[src/rtl/pmc_pkg.sv]
package pmc_pkg;
  typedef enum logic [2:0] {
    SEL_NONE, SEL_CAP, SEL_OVF, SEL_FRZ, SEL_EVCAP, SEL_CFG, SEL_FLT, SEL_CNT
  } reg_sel_e;

  localparam int CFG_EN_BIT   = 8;
  localparam int CFG_INT_BIT  = 9;
  localparam int CFG_FRZ_BIT  = 10;
  localparam int CFG_MASK_LSB = 24;
  localparam int CFG_GRP_LSB  = 59;

  localparam logic [1:0] KIND_FREE  = 2'd0;
  localparam logic [1:0] KIND_FIXED = 2'd1;
  localparam logic [1:0] KIND_CONF  = 2'd2;
endpackage

[src/rtl/pmc_decode.sv]
module pmc_decode
  import pmc_pkg::*;
(
  input  logic [11:0] addr,
  output reg_sel_e    sel,
  output logic [5:0]  idx
);
  logic unused_lsb;
  assign unused_lsb = ^addr[2:0];

  always_comb begin
    sel = SEL_NONE;
    idx = addr[8:3];
    case (addr[11:9])
      3'b000: begin
        if (addr[8]) begin
          sel = SEL_EVCAP;
          idx = {1'b0, addr[7:3]};
        end else if (addr[7:3] == 5'd0) begin
          sel = SEL_CAP;
        end else if (addr[7:3] == 5'd2) begin
          sel = SEL_OVF;
        end else if (addr[7:3] == 5'd3) begin
          sel = SEL_FRZ;
        end
      end
      3'b001:  sel = SEL_CFG;
      3'b010:  sel = SEL_FLT;
      3'b110:  sel = SEL_CNT;
      default: sel = SEL_NONE;
    endcase
  end
endmodule

[src/rtl/pmc_counter.sv]
module pmc_counter
  import pmc_pkg::*;
#(
  parameter int          CTR_W      = 16,
  parameter logic [1:0]  KIND       = KIND_CONF,
  parameter logic [31:0] FIXED_MASK = 32'h0000_0001,
  parameter logic [4:0]  FIXED_GRP  = 5'd0
) (
  input  logic             clk,
  input  logic             rst_n,
  input  logic             cfg_we,
  input  logic             flt_we,
  input  logic             cnt_we,
  input  logic [63:0]      wdata,
  input  logic             inc,
  input  logic             frozen,
  output logic [63:0]      cfg_rd,
  output logic [31:0]      flt_rd,
  output logic [CTR_W-1:0] cnt_rd,
  output logic             en,
  output logic             int_en,
  output logic             frz_en,
  output logic             wrap
);
  logic             en_q, int_q, frzo_q;
  logic [31:0]      evm;
  logic [4:0]       grp;
  logic [31:0]      flt_q;
  logic [CTR_W-1:0] cnt_q, cnt_d;
  logic             live;
  logic             unused_wd;

  assign unused_wd = ^wdata;
  assign live = inc && en_q && !frozen;

  always_comb begin
    cnt_d = cnt_q;
    if (cnt_we)    cnt_d = wdata[CTR_W-1:0];
    else if (live) cnt_d = cnt_q + 1'b1;
  end

  assign wrap = live && !cnt_we && (&cnt_q);

  always_ff @(posedge clk or negedge rst_n) begin
    if (!rst_n) cnt_q <= '0;
    else        cnt_q <= cnt_d;
  end

  always_ff @(posedge clk or negedge rst_n) begin
    if (!rst_n) begin
      en_q   <= 1'b0;
      int_q  <= 1'b0;
      frzo_q <= 1'b0;
    end else if (cfg_we) begin
      en_q   <= wdata[CFG_EN_BIT];
      int_q  <= wdata[CFG_INT_BIT];
      frzo_q <= wdata[CFG_FRZ_BIT];
    end
  end

  always_ff @(posedge clk or negedge rst_n) begin
    if (!rst_n)      flt_q <= '1;
    else if (flt_we) flt_q <= wdata[31:0];
  end

  generate
    if (KIND == KIND_FIXED) begin : g_fixed
      assign evm = FIXED_MASK;
      assign grp = FIXED_GRP;
    end else begin : g_prog
      logic [31:0] evm_q;
      logic [4:0]  grp_q;
      always_ff @(posedge clk or negedge rst_n) begin
        if (!rst_n) begin
          evm_q <= '0;
          grp_q <= '0;
        end else if (cfg_we) begin
          evm_q <= wdata[CFG_MASK_LSB +: 32];
          grp_q <= wdata[CFG_GRP_LSB +: 5];
        end
      end
      assign evm = evm_q;
      assign grp = grp_q;
    end
  endgenerate

  assign cfg_rd = {grp, 3'b000, evm, 13'd0, frzo_q, int_q, en_q, 6'd0, KIND};
  assign flt_rd = flt_q;
  assign cnt_rd = cnt_q;
  assign en     = en_q;
  assign int_en = int_q;
  assign frz_en = frzo_q;

  assert_frozen_hold_R4: assert property (@(posedge clk) disable iff (!rst_n)
    (frozen && !cnt_we) |=> $stable(cnt_q));
  assert_disabled_hold_R3: assert property (@(posedge clk) disable iff (!rst_n)
    (!en_q && !cnt_we) |=> $stable(cnt_q));
  assert_write_load_R5: assert property (@(posedge clk) disable iff (!rst_n)
    cnt_we |=> (cnt_q == $past(wdata[CTR_W-1:0])));
endmodule

[src/rtl/pmc_status.sv]
module pmc_status #(
  parameter int NUM_CTR = 4
) (
  input  logic               clk,
  input  logic               rst_n,
  input  logic               ovf_we,
  input  logic               frz_we,
  input  logic [NUM_CTR-1:0] wbits,
  input  logic [NUM_CTR-1:0] wrap,
  input  logic [NUM_CTR-1:0] frz_en,
  input  logic [NUM_CTR-1:0] int_en,
  output logic [NUM_CTR-1:0] ovf,
  output logic [NUM_CTR-1:0] frz,
  output logic               irq
);
  logic [NUM_CTR-1:0] ovf_q, ovf_d, frz_q, frz_d;

  always_comb begin
    ovf_d = ovf_q;
    if (ovf_we) ovf_d = ovf_q & ~wbits;
    ovf_d = ovf_d | wrap;
    frz_d = frz_we ? wbits : frz_q;
    frz_d = frz_d | (wrap & frz_en);
  end

  always_ff @(posedge clk or negedge rst_n) begin
    if (!rst_n) begin
      ovf_q <= '0;
      frz_q <= '0;
    end else begin
      ovf_q <= ovf_d;
      frz_q <= frz_d;
    end
  end

  assign ovf = ovf_q;
  assign frz = frz_q;
  assign irq = |(ovf_q & int_en);

  generate
    for (genvar n = 0; n < NUM_CTR; n++) begin : g_chk
      assert_wrap_flags_R6: assert property (@(posedge clk) disable iff (!rst_n)
        wrap[n] |=> ovf_q[n]);
      assert_wrap_freezes_R7: assert property (@(posedge clk) disable iff (!rst_n)
        (wrap[n] && frz_en[n]) |=> frz_q[n]);
      assert_clear_by_write_R9: assert property (@(posedge clk) disable iff (!rst_n)
        $fell(ovf_q[n]) |-> $past(ovf_we && wbits[n]));
    end
  endgenerate
endmodule

[src/rtl/pmc_bank.sv]
module pmc_bank
  import pmc_pkg::*;
#(
  parameter int                  NUM_CTR     = 4,
  parameter int                  CTR_W       = 16,
  parameter int                  NUM_EVCAP   = 2,
  parameter logic [2*NUM_CTR-1:0] CTR_KIND   = 8'b10_10_01_00,
  parameter logic [31:0]         FIXED_MASK  = 32'h0000_0001,
  parameter logic [4:0]          FIXED_GRP   = 5'd0,
  parameter logic [15:0]         VENDOR_ID   = 16'hABCD,
  parameter logic [15:0]         GRP_BASE    = 16'h0010,
  parameter logic [31:0]         EVT_SUPPORT = 32'h0000_00FF,
  parameter logic [7:0]          FILTERS     = 8'h01,
  parameter logic [3:0]          IRQ_MSG     = 4'd3,
  parameter logic [3:0]          VERSION     = 4'd1
) (
  input  logic               clk,
  input  logic               rst_n,
  input  logic               wr_en,
  input  logic               rd_en,
  input  logic [11:0]        addr,
  input  logic [63:0]        wdata,
  output logic [63:0]        rdata,
  output logic               rd_valid,
  input  logic [NUM_CTR-1:0] evt_inc,
  output logic               irq
);
  localparam logic [63:0] CAP_WORD = {VERSION, 9'd0, 3'b111, IRQ_MSG, 4'd0, FILTERS,
                                      7'd0, 5'(NUM_EVCAP-1), 4'd0, 8'(CTR_W),
                                      2'd0, 6'(NUM_CTR-1)};
  localparam int PAD_W = 64 - CTR_W;

  reg_sel_e           sel;
  logic [5:0]         idx;
  logic [NUM_CTR-1:0] wrap, frz_en, int_en, en_v, ovf, frz;
  logic [63:0]        cfg_rd [NUM_CTR];
  logic [31:0]        flt_rd [NUM_CTR];
  logic [CTR_W-1:0]   cnt_rd [NUM_CTR];
  logic [63:0]        rdata_d, rdata_q;
  logic               rvalid_q;
  logic               unused_en;

  assign unused_en = ^en_v;

  pmc_decode u_dec (.addr(addr), .sel(sel), .idx(idx));

  generate
    for (genvar n = 0; n < NUM_CTR; n++) begin : g_ctr
      logic hit;
      assign hit = wr_en && (idx == 6'(n));
      pmc_counter #(
        .CTR_W(CTR_W), .KIND(CTR_KIND[2*n +: 2]),
        .FIXED_MASK(FIXED_MASK), .FIXED_GRP(FIXED_GRP)
      ) u_ctr (
        .clk(clk), .rst_n(rst_n),
        .cfg_we(hit && sel == SEL_CFG),
        .flt_we(hit && sel == SEL_FLT),
        .cnt_we(hit && sel == SEL_CNT),
        .wdata(wdata), .inc(evt_inc[n]), .frozen(frz[n]),
        .cfg_rd(cfg_rd[n]), .flt_rd(flt_rd[n]), .cnt_rd(cnt_rd[n]),
        .en(en_v[n]), .int_en(int_en[n]), .frz_en(frz_en[n]), .wrap(wrap[n])
      );
    end
  endgenerate

  pmc_status #(.NUM_CTR(NUM_CTR)) u_stat (
    .clk(clk), .rst_n(rst_n),
    .ovf_we(wr_en && sel == SEL_OVF),
    .frz_we(wr_en && sel == SEL_FRZ),
    .wbits(wdata[NUM_CTR-1:0]),
    .wrap(wrap), .frz_en(frz_en), .int_en(int_en),
    .ovf(ovf), .frz(frz), .irq(irq)
  );

  always_comb begin
    rdata_d = '0;
    case (sel)
      SEL_CAP: rdata_d = CAP_WORD;
      SEL_OVF: rdata_d = 64'(ovf);
      SEL_FRZ: rdata_d = 64'(frz);
      SEL_EVCAP: begin
        for (int k = 0; k < NUM_EVCAP; k++)
          if (idx == 6'(k)) rdata_d = {VENDOR_ID, GRP_BASE + 16'(k), EVT_SUPPORT};
      end
      SEL_CFG: begin
        for (int k = 0; k < NUM_CTR; k++)
          if (idx == 6'(k)) rdata_d = cfg_rd[k];
      end
      SEL_FLT: begin
        for (int k = 0; k < NUM_CTR; k++)
          if (idx == 6'(k)) rdata_d = {32'd0, flt_rd[k]};
      end
      SEL_CNT: begin
        for (int k = 0; k < NUM_CTR; k++)
          if (idx == 6'(k)) rdata_d = {{PAD_W{1'b0}}, cnt_rd[k]};
      end
      default: rdata_d = '0;
    endcase
  end

  always_ff @(posedge clk or negedge rst_n) begin
    if (!rst_n) begin
      rdata_q  <= '0;
      rvalid_q <= 1'b0;
    end else begin
      rvalid_q <= rd_en;
      if (rd_en) rdata_q <= rdata_d;
    end
  end

  assign rdata    = rdata_q;
  assign rd_valid = rvalid_q;

  assert_read_latency_R12: assert property (@(posedge clk) disable iff (!rst_n)
    rd_en |=> rd_valid);
  assert_irq_needs_flag_R8: assert property (@(posedge clk) disable iff (!rst_n)
    irq |-> (ovf != '0));
endmodule

[config.mk]
export PLATFORM = sky130hd
export DESIGN_NAME = pmc_bank
export DESIGN_NICKNAME = d
export VERILOG_FILES = /design/src/rtl/pmc_pkg.sv /design/src/rtl/pmc_decode.sv /design/src/rtl/pmc_counter.sv /design/src/rtl/pmc_status.sv /design/src/rtl/pmc_bank.sv
export SDC_FILE = /design/constraint.sdc
export NUM_CORES = 1
export LEC_CHECK = 0
export BUFFER_PORTS_ARGS = -buffer_cell sky130_fd_sc_hd__buf_2
export CAP_MARGIN = 20
export CELL_PAD_IN_SITES_DETAIL_PLACEMENT = 1
export CELL_PAD_IN_SITES_GLOBAL_PLACEMENT = 1
export CORE_MARGIN = 8
export CORE_UTILIZATION = 44
export CTS_CLUSTER_DIAMETER = 50
export CTS_CLUSTER_SIZE = 10
export DETAILED_ROUTE_END_ITERATION = 8
export PLACE_DENSITY = 0.87
export SKIP_CTS_REPAIR_TIMING = 1
export SLEW_MARGIN = 20
export SYNTH_ARGS = -nofsm -noshare
export SYNTH_HDL_FRONTEND = slang
export SYNTH_SLANG_ARGS = --single-unit
[constraint.sdc]
create_clock -name clk -period 1.7 [get_ports clk]
set_input_delay 0.255 -clock clk [delete_from_list [all_inputs] [get_ports clk]]
set_output_delay 0.255 -clock clk [all_outputs]
set_load 0.03 [all_outputs]
# Word-level counts from Yosys, hierarchy flattened
# Cells that the tools add are included.
[totals] register_bits=388 output_inout_bits=66 wordCells=140 inputBits=84
[classes] eq_ne=15 n_mux=31 bitwise_logic=6 add_sub_neg=4 n_reduce_logical=54
[ops] op="$mux W64" count=12
[ops] op="$pmux W64 S7" count=1
[ops] op="$mux W16" count=9
[ops] op="$add A16 B1 Y16 const B" count=4
[ops] op="$reduce_and A16 Y1" count=4
[ops] op="$logic_and A1 B1 Y1" count=34
[ops] op="$mux W32" count=1
[ops] op="$eq A3 B3 Y1 const B" count=5
[ops] op="$and A4 B4 Y4" count=3
[ops] op="$eq A6 B2 Y1 const B" count=2
[ops] op="$pmux W3 S4" count=1
[ops] op="$eq A5 B2 Y1 const B" count=2
[ops] op="$eq A3 B2 Y1 const B" count=3
[ops] op="$mux W3" count=3
[ops] op="$logic_not A1 Y1" count=8
[ops] op="$mux W4" count=2
[ops] op="$or A4 B4 Y4" count=2
[ops] op="$reduce_bool A2 Y1" count=4
[ops] op="$eq A3 B1 Y1 const B" count=2
[ops] op="$eq A6 B1 Y1 const B" count=1
[ops] op="$logic_not A6 Y1" count=1
[ops] op="$mux W6" count=1
[ops] op="$logic_not A5 Y1" count=1
[ops] op="$not A4 Y4" count=1
[ops] op="other kinds (3)" count=3

# Longest topological paths before layout
# Gate-level depths: netlist of the first run.
[logic_depth] depth_word=13 ltp_mapped=9 depth_no_buf=6

# Modules after synthesis
# Synthesis of the first run repeated with hierarchy kept, for this count alone.
[unflattened] hier_cells=1816 hier_area_um2=20958.9
[by_module_without_submodules] mod="pmc_counter at g_ctr[2].u_ctr ..." cells_per_inst=287 n_inst=2 seq_area_each_um2=2242.2 area_per_inst_um2=3902.5
[by_module_without_submodules] mod="pmc_bank" cells_per_inst=665 n_inst=1 seq_area_each_um2=1626.6 area_per_inst_um2=6000.8
[by_module_without_submodules] mod="pmc_counter at g_ctr[0].u_ctr" cells_per_inst=286 n_inst=1 seq_area_each_um2=2242.2 area_per_inst_um2=3898.7
[by_module_without_submodules] mod="pmc_counter at g_ctr[1].u_ctr" cells_per_inst=246 n_inst=1 seq_area_each_um2=1316.3 area_per_inst_um2=2791.4
[by_module_without_submodules] mod="pmc_status" cells_per_inst=29 n_inst=1 seq_area_each_um2=200.2 area_per_inst_um2=329.1
[by_module_without_submodules] mod="pmc_decode" cells_per_inst=16 n_inst=1 seq_area_each_um2=0.0 area_per_inst_um2=133.9

# Least setup slack after synthesis of the first run
# Ideal clock, no wire load.
[synth_timing] kind="input-to-reg" from="input port addr[7]" to="register g_ctr[3].u_ctr.en_q" setup_time_ps=128 n_path_buf=1 arrival_ps=1611 required_time_ps=1572 slack_ps=-39 path_stages=5 cell_sequence="or4b_4 -> nor2_4 -> nand3_1 -> buf_2 -> mux2_1"
[synth_between] elab_chain_len=8 elab_cells_between_ends=13 cone_classes="eq/ne (4); mux (6); reduce/logical (3)"
[synth_lines] item="start: declaration" line_no="pmc_bank.sv:21" text="input logic [11:0] addr,"
[synth_lines] item="$eq A5 B2 Y1" line_no="pmc_decode.sv:23" text="end else if (addr[7:3] == 5'd3) begin"
[synth_lines] item="$mux W2" line_no="pmc_decode.sv:23"
[synth_lines] item="$mux W3" line_no="pmc_decode.sv:21" text="end else if (addr[7:3] == 5'd2) begin"
[synth_lines] item="$mux W3" line_no="pmc_decode.sv:19" text="end else if (addr[7:3] == 5'd0) begin"
[synth_lines] item="$mux W3" line_no="pmc_decode.sv:16" text="if (addr[8]) begin"
[synth_lines] item="$pmux W3 S4" line_no="pmc_decode.sv:14" text="case (addr[11:9])"
[synth_lines] item="$eq A3 B3 Y1" line_no="pmc_bank.sv:56" text=".cfg_we(hit && sel == SEL_CFG),"
[synth_lines] item="$logic_and A1 B1 Y1 (*)" line_no="pmc_bank.sv:56"
[synth_lines] item="end signal: assignment" line_no="pmc_counter.sv:55" text="en_q <= wdata[CFG_EN_BIT];"
[synth_lines] item="end: declaration" line_no="pmc_counter.sv:25" text="logic en_q, int_q, frzo_q;"
# Every way passes the cells marked *; elsewhere a longest branch is shown, timed or not.
# A chain may end at the register's enable or synchronous reset.

# Worst setup path after layout of the first run
[layout_timing] from="register u_stat.frz_q[1], in the netlist u_stat.frz[1]" to="register g_ctr[1].u_ctr.cnt_q[2]"
[layout_between] elab_chain_len=3
[layout_lines] item="start: declaration" line_no="pmc_status.sv:16" text="logic [NUM_CTR-1:0] ovf_q, ovf_d, frz_q, frz_d;"
[layout_lines] item="start signal: assignment" line_no="pmc_status.sv:32" text="frz_q <= frz_d;"
[layout_lines] item="$logic_not A1 Y1" line_no="pmc_counter.sv:34" text="assign live = inc && en_q && !frozen;"
[layout_lines] item="$logic_and A1 B1 Y1" line_no="pmc_counter.sv:34"
[layout_lines] item="$reduce_bool A2 Y1 (no line)"
[layout_lines] item="end signal: assignment" line_no="pmc_counter.sv:46" text="else cnt_q <= cnt_d;"
[layout_lines] item="end: declaration" line_no="pmc_counter.sv:29" text="logic [CTR_W-1:0] cnt_q, cnt_d;"
# No other way between the ends.

==> impl_metrics.sql, run 1 <==
INSERT INTO impl_metrics (metric_group, metric, value, unit) VALUES
('synth', 'synth_flop_cell', 'sky130_fd_sc_hd__dfrtp_1', ''),
('timing', 'fin_worst_skew', '0.03961', 'ns'),
('final_layout', 'area.sequential', '9829', 'um2'),
('run_status', 'outcome', 'complete, but fails checks', ''),
('drt', 'drc_violation_total_after_the_first_tritonroute_iteration', '1946', ''),
('synth', 'synthArstFlopShare', '1.000', ''),
('power_and_ir_drop', 'power_density', '953.5', 'nW/um2'),
('final_layout', 'n_fill_cell', '4212', ''),
('timing', 'grt_setup_unrepaired', 'true', ''),
('synth', 'post_synth_main_area_contributors', 'sky130_fd_sc_hd__dfrtp_1 35%, sky130_fd_sc_hd__dfstp_2 18%, sky130_fd_sc_hd__mux2_2 14%', ''),
('cts', 'numCtsBuffers', '48', ''),
('drt', 'detailroute.via_count', '16020', ''),
('drt', 'post-route-drc-count', '0', ''),
('timing', 'finalCritPeriodShare', '1.096', ''),
('power_and_ir_drop', 'power.total', '22420', 'uW'),
('timing', 'worstMarginPinSlew', '0.6380', 'ns'),
('timing', 'report.final.hold_viol_count', '8', ''),
('cts', 'tritoncts', 'built', ''),
('place', 'placedCellCount', '2280', ''),
('run', 'timing.max_cap.violations', '0', ''),
('power_and_ir_drop', 'static-leakage-power', '0.01081', 'uW'),
('drt', 'drt-wirelength-per-cell', '32.11', 'um'),
('global_routing', 'grt-ovfl-total', '0', ''),
('global_routing', 'total_track_usage', '0.2852', ''),
('drt', 'totalWireLength', '78160', 'um'),
('power_and_ir_drop', 'vdd_drop_max', '0.6956', 'mV'),
('setup_path', 'largest_stage_delay_on_the_critical_path', '0.54', 'ns'),
('global_routing', 'global_route_wire_length_before_repair', '108900', 'um'),
('synth', 'cell_area_synth', '18460', 'um2'),
('cts', 'clock_latency', '0.62', 'ns'),
('run_status', 'failed_checks', 'negative hold slack, negative setup slack', ''),
('timing', 'min_period', '1.863', 'ns'),
('global_routing', 'antenna_violations_before_repair', '8', ''),
('synth', 'synthesis.instances', '1519', ''),
('timing', 'clock.fmax', '0.5369', 'GHz'),
('drt', 'antenna_nets_post_route', '0', ''),
('setup_path', 'worstPathCellList', 'and3b_1 > buf_4 > nand2_1 > xor2_1 > a21oi_1', ''),
('synth', 'synthesis.area_per_instance', '12.15', 'um2'),
('setup_path', 'cp.buffers_inverters', '1', ''),
('setup_path', 'cpMaxStageDelayCell', 'sky130_fd_sc_hd__a21oi_1', ''),
('timing', 'timing.final.ws_setup', '-0.1627', 'ns'),
('final_layout', 'drive_above_1_share', '0.4640', ''),
('synth', 'seq_area_frac_synth', '0.5319', ''),
('floorplan', 'floorplan.io_pins', '150', ''),
('hold_path', 'class_of_the_tightest_hold_or_removal_check', 'in2reg', ''),
('setup_path', 'worst-setup-path-type', 'reg2reg', ''),
('final_layout', 'multi_input_area', '8439', 'um2'),
('final_layout', 'finalNonFillerCells', '2434', ''),
('floorplan', 'placeableCoreArea', '41670', 'um2'),
('cts', 'clock_sinks', '386', ''),
('timing', 'setup-violations-final', '30', ''),
('final_layout', 'layout-area-overhead-vs-synth', '27.37', '%'),
('setup_path', 'crit_arrival', '2.29', 'ns'),
('global_routing', 'pin_count_of_the_biggest_net_entering_global_routing', '82', ''),
('synth', 'synth.top_cell.area_share', '0.3497', ''),
('global_routing', 'number_of_global_route_vias_before_repair', '17280', ''),
('drt', 'vias_per_cell', '6.580', ''),
('setup_path', 'worst_setup_path_end_kind', 'flop', ''),
('synth', 'synth.net_count', '1607', ''),
('place', 'pre_cts_ws', '-0.3809', 'ns'),
('cts', 'clockRootBuffer', 'sky130_fd_sc_hd__clkbuf_16', ''),
('floorplan', 'initial_utilization', '0.4431', ''),
('drt', 'first_pass_iters', '6', ''),
('place', 'detailed_place_hpwl', '44190', 'um'),
('timing', 'finalHoldWorstSlack', '-0.02063', 'ns'),
('setup_path', 'critPathTopFamily', 'compound AO/OA/AOI/OAI gates', ''),
('cts', 'cts.clk_slew.worst_paths', '0.07', 'ns'),
('synth', 'yosysMostFrequentCell', 'sky130_fd_sc_hd__dfrtp_1', ''),
('cts', 'cts-root-to-sink-buffers', '3', ''),
('synth', 'synthDominantAreaCellType', 'sky130_fd_sc_hd__dfrtp_1', ''),
('timing', 'max-slew-margin-rel', '0.5747', '');
==> cells in the final DEF, fill, tap and decap left out, types with 30 or more instances in the layout <==
cell type / instances
sky130_fd_sc_hd__nand3_1: 48
sky130_fd_sc_hd__mux2_2: 228
sky130_fd_sc_hd__nand2_1: 55
sky130_fd_sc_hd__nor2_1: 111
sky130_fd_sc_hd__dlygate4sd3_1: 41
sky130_fd_sc_hd__a22oi_1: 30
sky130_fd_sc_hd__buf_4: 183
sky130_fd_sc_hd__clkbuf_16: 49
sky130_fd_sc_hd__mux2i_1: 36
sky130_fd_sc_hd__o2bb2ai_1: 31
sky130_fd_sc_hd__dfstp_2: 128
sky130_fd_sc_hd__a21oi_1: 101
sky130_fd_sc_hd__buf_2: 139
sky130_fd_sc_hd__mux2_1: 39
sky130_fd_sc_hd__dfrtp_1: 250
==> per-layer routing <==
metal / track usage / routed length [um] / vias to the layer above
li1: - / - / 6232
met1: 0.3291 / 27850 / 8156
met2: 0.4651 / 36770 / 1152
met3: 0.07076 / 7100 / 470
met4: 0.1972 / 6410 / 6
met5: 0 / 33 / -
==> report_power, final <==
| group | internal [uW] | total (uW) | switching (uW) |
|---|---|---|---|
| Sequential | 9600 | 9940 | 348 |
| Clock | 5760 | 10200 | 4410 |
| Combinational | 951 | 2310 | 1360 |
| Total | 16300 | 22400 | 6120 |
==> path summary, 6_finish.rpt <==
| check | cells past startpoint | to | start | slack [ns] |
|---|---|---|---|---|
| max in group asynchronous | 3 | g_ctr[1].u_ctr.cnt_rd[7] | rst_n | 0.75 |
| setup reg to reg | 5 | g_ctr[1].u_ctr.cnt_rd[2] | u_stat.frz[1] | -0.16 |
| hold / removal | 2 | g_ctr[3].u_ctr.flt_rd[24] | wdata[24] | -0.02 |
| hold reg to reg | 1 | rdata[47] | rdata[47] | 0.49 |
| min in group asynchronous | 2 | g_ctr[2].u_ctr.frz_en | rst_n | 0.10 |
| setup / recovery | 5 | g_ctr[1].u_ctr.cnt_rd[2] | u_stat.frz[1] | -0.16 |
==> stage by stage <==
step                      cell area, um2  setup TNS, ns
final                              23520         -1.882
after global placement             21120         -78.27
after floorplan                    18510         -1.839
after CTS                          22620         -2.875
after global routing               23510         -2.900
after detailed placement           21120        -100.64
==> flip-flops by register name, indices dropped and copies added, names as in the netlist <==
name	cells
g_ctr.u_ctr.int_en	4
g_ctr.u_ctr.flt_rd	128
rd_valid	1
u_stat.frz	4
u_stat.ovf	4
g_ctr.u_ctr.g_prog.grp_q	15
g_ctr.u_ctr.cnt_rd	64
g_ctr.u_ctr.en	4
rdata	62
g_ctr.u_ctr.evm	96
g_ctr.u_ctr.frz_en	4
==> layout make-up <==
class,instances,area share
Timing Repair Buffer,392,0.1277
Clock buffer,80,0.05922
Sequential cell,386,0.4180
Clock inverter,8,0.004736
Multi-Input combinational cell,1010,0.3589
Tap cell,539,0.02868
Inverter,14,0.002235
Antenna cell,5,0.0005321
==> cells by family after synthesis <==
logic type,Yosys count,synth area share
DFF,386,0.5319
xor gates and xnor gates,60,0.02846
muxes,330,0.2147
and+or+nand+nor,334,0.09210
buffers and inverters,123,0.02921
adders and majority gates,4,0.002711
other,1,0.0002031
AOI/OAI and AO/OA,281,0.1008
No activity file was read; power rests on OpenSTA's default activity.
==> run 2, diff against run 1 <==
- CORE_MARGIN: 8 -> 4
- CORE_UTILIZATION: 44 -> 53
- PLACE_DENSITY: 0.87 -> 0.95
- clock period: 1.7 -> 2.4 ns (I/O delays scaled with it)
==> impl_metrics.sql, run 2 (synthesized netlist as in run 1, its figures left out) <==
INSERT INTO impl_metrics (metric_group, metric, value, unit) VALUES
('floorplan', 'placeableCoreArea', '34460', 'um2'),
('timing', 'report.final.hold_viol_count', '0', ''),
('floorplan', 'dieWidth', '194.6', 'um'),
('place', 'detailed_place_hpwl', '42090', 'um'),
('final_layout', 'area.sequential', '9819', 'um2'),
('final_layout', 'postLayoutCoreUtil', '0.6211', ''),
('drt', 'drc_violation_total_after_the_first_tritonroute_iteration', '1478', ''),
('drt', 'post-route-drc-count', '0', ''),
('power_and_ir_drop', 'static-leakage-power', '0.009801', 'uW'),
('setup_path', 'crit_arrival', '2.64', 'ns'),
('run', 'timing.max_cap.violations', '0', ''),
('power_and_ir_drop', 'vdd_drop_max', '0.8167', 'mV'),
('drt', 'antenna_nets_post_route', '0', ''),
('floorplan', 'floorplan.io_pins', '150', ''),
('timing', 'min_period', '2.129', 'ns'),
('final_layout', 'drive_above_1_share', '0.3942', ''),
('timing', 'slew_viol_final', '0', ''),
('drt', 'vias_per_cell', '7.059', ''),
('drt', 'detailroute.via_count', '15340', ''),
('global_routing', 'grt-ovfl-total', '0', ''),
('run_status', 'outcome', 'complete, no violations', ''),
('timing', 'max-slew-margin-rel', '0.4598', ''),
('final_layout', 'flip_flop_count_of_the_largest_register_all_copies_and_words_added', '128', ''),
('timing', 'grt_setup_unrepaired', 'false', ''),
('cts', 'cts.clk_slew.worst_paths', '0.06', 'ns'),
('final_layout', 'layout_commonest_cell', 'sky130_fd_sc_hd__dfrtp_1', ''),
('global_routing', 'pin_count_of_the_biggest_net_entering_global_routing', '76', ''),
('cts', 'numCtsBuffers', '46', ''),
('floorplan', 'fp-row-count', '68', ''),
('timing', 'fin_worst_skew', '0.02752', 'ns'),
('timing', 'finalCritPeriodShare', '0.8870', ''),
('final_layout', 'layout_common_cells', '258 x sky130_fd_sc_hd__dfrtp_1, 228 x sky130_fd_sc_hd__mux2_2, 140 x sky130_fd_sc_hd__buf_2', ''),
('drt', 'totalWireLength', '71920', 'um'),
('place', 'gp_congestion', '0.8882', ''),
('cts', 'cts-root-to-sink-buffers', '3', ''),
('setup_path', 'critPathMaxFanout', '16', ''),
('setup_path', 'worstPathRequired', '2.91', 'ns'),
('cts', 'clock_sinks', '386', ''),
('place', 'io_buf_count', '142', ''),
('drt', 'first_pass_iters', '5', ''),
('cts', 'clock_latency', '0.58', 'ns'),
('floorplan', 'die_y', '194.6', 'um'),
('global_routing', 'total_track_usage', '0.3752', ''),
('setup_path', 'worst-setup-path-type', 'in2reg', ''),
('final_layout', 'nNetsFinal', '1761', ''),
('global_routing', 'number_of_global_route_vias_before_repair', '16980', ''),
('global_routing', 'global_route_wire_length_before_repair', '109500', 'um'),
('final_layout', 'multi_input_area', '8144', 'um2'),
('setup_path', 'start_kind', 'primary input', ''),
('timing', 'setup_total_negative_slack', '0', 'ns'),
('cts', 'htreeDepth', '2', ''),
('final_layout', 'layout-area-overhead-vs-synth', '15.91', '%'),
('floorplan', 'floorplan.die_area', '37880', 'um2'),
('hold_path', 'class_of_the_tightest_hold_or_removal_check', 'in2reg', ''),
('cts', 'clockRootBuffer', 'sky130_fd_sc_hd__clkbuf_16', ''),
('power_and_ir_drop', 'power_density', '701.8', 'nW/um2'),
('floorplan', 'initial_utilization', '0.5358', ''),
('setup_path', 'worst_setup_path_end_kind', 'flop', ''),
('timing', 'worstMarginPinSlew', '0.8041', 'ns'),
('final_layout', 'n_fill_cell', '3419', ''),
('drt', 'drt-wirelength-per-cell', '33.10', 'um'),
('timing', 'setup-violations-final', '0', ''),
('global_routing', 'antenna_violations_before_repair', '10', ''),
('timing', 'clock.fmax', '0.4697', 'GHz'),
('cts', 'tritoncts', 'built', '');
[run 2: area by class of cell]
class / count / area share
multi-input combinational: 1010 / 0.3806
antenna: 8 / 0.0009355
timing repair buffer: 215 / 0.06671
clock inverter: 5 / 0.002689
sequential: 386 / 0.4588
tap: 455 / 0.02660
inverter: 14 / 0.002456
clock buffer: 80 / 0.06121
[run 2: critical path, cell delays in order]
cell and delay (ns):
sky130_fd_sc_hd__buf_2 0.21, sky130_fd_sc_hd__nor4_2 0.75, sky130_fd_sc_hd__buf_4 0.43, sky130_fd_sc_hd__a221oi_1 0.16
sky130_fd_sc_hd__a2111oi_0 0.54, sky130_fd_sc_hd__a211o_1 0.17
[run 2: per-layer routing]
metal	track usage	part of all wire
met5	0	0.00064
met4	0.2435	0.082
met3	0.08528	0.087
met2	0.6229	0.48
met1	0.4390	0.35
[run 2: path summary, 6_finish.rpt]
| check | slack (ns) | end | cells past startpoint | from |
|---|---|---|---|---|
| max | 0.27 | rdata[48] | 6 | addr[4] |
| min | 0.06 | g_ctr[0].u_ctr.evm[9] | 2 | wdata[33] |
| max reg2reg | 0.29 | u_stat.frz[0] | 5 | g_ctr[0].u_ctr.cnt_rd[0] |
| min reg2reg | 0.49 | rdata[52] | 1 | rdata[52] |
| max in group asynchronous | 1.10 | g_ctr[1].u_ctr.flt_rd[17] | 3 | rst_n |
| min in group asynchronous | 0.38 | g_ctr[1].u_ctr.cnt_rd[5] | 2 | rst_n |
[run 2: power by group]
| part | switching [uW] | total, uW | internal (uW) | leakage, uW |
|---|---|---|---|---|
| Sequential | 291 | 7090 | 6790 | 0.00486 |
| Combinational | 827 | 1280 | 448 | 0.00429 |
| Clock | 2860 | 6660 | 3800 | 0.000655 |
[run 2: per-stage QoR]
stage          std cells  total power, uW  setup slack [ns]  hold slack [ns]  instance area (um2)
5_1_grt             2172            15400            0.2358          0.06815                21400
4_1_cts             2164            14970            0.3857          -0.2014                21370
6_report            2173            15020            0.2711          0.06226                21400
3_5_place_dp        2079             8315           0.05143           0.3918                20000
3_3_place_gp        2079             8184            0.1919           0.3794                20000
2_1_floorplan       1519             7668            0.5562          0.06441                18460
==> run 3, diff against run 2 <==
- CORE_UTILIZATION: 53 -> 44
- PLACE_DENSITY: 0.95 -> 0.87
- REMOVE_ABC_BUFFERS: unset -> 1
- clock period: 2.4 -> 1.95 ns (I/O delays scaled with it)
==> impl_metrics.sql, run 3 (synthesized netlist as in run 1, its figures left out) <==
INSERT INTO impl_metrics (metric_group, metric, value, unit) VALUES
('setup_path', 'worst-r2r-cell-count', '5', ''),
('run', 'timing.max_cap.violations', '0', ''),
('final_layout', 'finalNonFillerCells', '2326', ''),
('drt', 'wl_met1', '25810', 'um'),
('timing', 'report.final.hold_viol_count', '0', ''),
('drt', 'detailroute.via_count', '14660', ''),
('hold_path', 'hold-path-cell-count', '2', ''),
('timing', 'timing.final.ws_setup', '0.02676', 'ns'),
('cts', 'numCtsBuffers', '48', ''),
('floorplan', 'placeableCoreArea', '41200', 'um2'),
('cts', 'clock_latency', '0.60', 'ns'),
('run_status', 'outcome', 'complete, no violations', ''),
('hold_path', 'class_of_the_tightest_hold_or_removal_check', 'in2reg', ''),
('place', 'gp_congestion', '0.9547', ''),
('drt', 'drc_violation_total_after_the_first_tritonroute_iteration', '1554', ''),
('timing', 'clock.fmax', '0.5200', 'GHz'),
('global_routing', 'total_track_usage', '0.2724', ''),
('power_and_ir_drop', 'power_density', '853.0', 'nW/um2'),
('place', 'pre_cts_ws', '-0.1624', 'ns'),
('cts', 'clock_sinks', '386', ''),
('cts', 'cts.clk_slew.worst_paths', '0.07', 'ns'),
('drt', 'route.met2.wl', '32530', 'um'),
('setup_path', 'worst_setup_path_end_kind', 'flop', ''),
('drt', 'post-route-drc-count', '0', ''),
('timing', 'fin_worst_skew', '0.03250', 'ns'),
('final_layout', 'n_fill_cell', '4117', ''),
('final_layout', 'layout_commonest_cell', 'sky130_fd_sc_hd__dfrtp_1', ''),
('final_layout', 'layout-area-overhead-vs-synth', '21.62', '%'),
('drt', 'totalWireLength', '66650', 'um'),
('global_routing', 'pin_count_of_the_biggest_net_entering_global_routing', '72', ''),
('floorplan', 'die_y', '212.8', 'um'),
('timing', 'finalCritPeriodShare', '0.9863', ''),
('floorplan', 'dieWidth', '212.8', 'um'),
('drt', 'wl_met3', '4586', 'um'),
('cts', 'tritoncts', 'built', ''),
('cts', 'cts-root-to-sink-buffers', '3', ''),
('setup_path', 'critPathMaxFanout', '6', ''),
('power_and_ir_drop', 'vdd_drop_max', '0.6375', 'mV'),
('timing', 'worstMarginPinSlew', '0.5213', 'ns'),
('drt', 'first_pass_iters', '5', ''),
('floorplan', 'fp-row-count', '74', ''),
('timing', 'min_period', '1.923', 'ns'),
('setup_path', 'worst-setup-path-type', 'reg2reg', ''),
('final_layout', 'flip_flop_count_of_the_largest_register_all_copies_and_words_added', '128', ''),
('final_layout', 'layout_common_cells', '257 x sky130_fd_sc_hd__dfrtp_1, 228 x sky130_fd_sc_hd__mux2_2, 140 x sky130_fd_sc_hd__buf_2', ''),
('final_layout', 'nNetsFinal', '1837', ''),
('floorplan', 'initial_utilization', '0.4481', ''),
('place', 'detailed_place_hpwl', '39950', 'um'),
('final_layout', 'postLayoutCoreUtil', '0.5450', ''),
('floorplan', 'floorplan.io_pins', '150', ''),
('floorplan', 'floorplan.die_area', '45300', 'um2'),
('cts', 'htreeDepth', '2', ''),
('timing', 'max-slew-margin-rel', '0.6435', ''),
('timing', 'setup-violations-final', '0', ''),
('cts', 'clockRootBuffer', 'sky130_fd_sc_hd__clkbuf_16', ''),
('drt', 'antenna_nets_post_route', '0', ''),
('timing', 'grt_setup_unrepaired', 'false', ''),
('place', 'placedCellCount', '2195', ''),
('setup_path', 'crit_arrival', '2.43', 'ns'),
('global_routing', 'number_of_global_route_vias_before_repair', '15910', ''),
('setup_path', 'start_kind', 'flop', ''),
('global_routing', 'antenna_violations_before_repair', '8', ''),
('drt', 'routed.top_layer', 'met5', ''),
('global_routing', 'grt-ovfl-total', '0', ''),
('drt', 'vias_per_cell', '6.302', ''),
('global_routing', 'global_route_wire_length_before_repair', '95500', 'um'),
('place', 'io_buf_count', '142', ''),
('setup_path', 'worstPathRequired', '2.46', 'ns'),
('power_and_ir_drop', 'static-leakage-power', '0.01027', 'uW'),
('timing', 'slew_viol_final', '0', ''),
('final_layout', 'drive_above_1_share', '0.4086', ''),
('drt', 'drt-wirelength-per-cell', '28.65', 'um');
==> run 3: worst paths after layout <==
check	start	endpoint	slack (ns)
setup / recovery	u_stat.frz[1]	u_stat.frz[1]	0.03
min in group asynchronous	rst_n	g_ctr[0].u_ctr.cnt_rd[8]	0.22
hold reg to reg	rdata[27]	rdata[27]	0.49
max in group asynchronous	rst_n	g_ctr[1].u_ctr.flt_rd[24]	0.91
hold / removal	wdata[34]	g_ctr[2].u_ctr.evm[10]	0.02
setup reg to reg	u_stat.frz[1]	u_stat.frz[1]	0.03
==> run 3: metal layers <==
layer  track usage  vias to the layer above
met5             0                        -
met4        0.1348                        4
met3       0.05569                      268
met2        0.4472                      710
met1        0.3453                     7648
li1              -                     6028
==> run 3: critical path, cell delays in order, from the launching register on <==
cell and delay [ns]:
sky130_fd_sc_hd__dfrtp_1 0.43, sky130_fd_sc_hd__and3b_1 0.27, sky130_fd_sc_hd__nand4_1 0.40, sky130_fd_sc_hd__inv_1 0.15, sky130_fd_sc_hd__nand4_1 0.27, sky130_fd_sc_hd__o21ai_0 0.29
==> run 3: report_power, final <==
group / internal (uW) / total, uW / switching, uW / leakage (uW)
clock network: 5110 / 8850 / 3740 / 0.000732
logic: 640 / 1640 / 1000 / 0.00468
registers: 8360 / 8660 / 300 / 0.00486
total: 14100 / 19200 / 5040 / 0.0103
==> run 3: final cells by class <==
class                      instances  area [um2]  share of cell area
sequential                       386        9821              0.4374
multi-input combinational       1010        8169              0.3638
timing repair buffer             289        2208             0.09835
clock buffer                      82        1420             0.06325
tap                              532       665.6             0.02964
clock inverter                     8       105.1            0.004681
inverter                          14       52.55            0.002340
antenna                            5       12.51           0.0005572
==> run 3: metrics by stage <==
stage	TNS (ns)	hold WS, ns	cell area, um2	total power, uW
detailed placement	-6.561	0.2395	20530	10260
floorplan	-427.69	-0.003091	17980	9311
CTS	-0.003514	-0.3891	22060	19010
global route	0	0.009608	22450	19720
global placement	-0.3515	0.2375	20530	10150
finish	0	0.02042	22450	19150
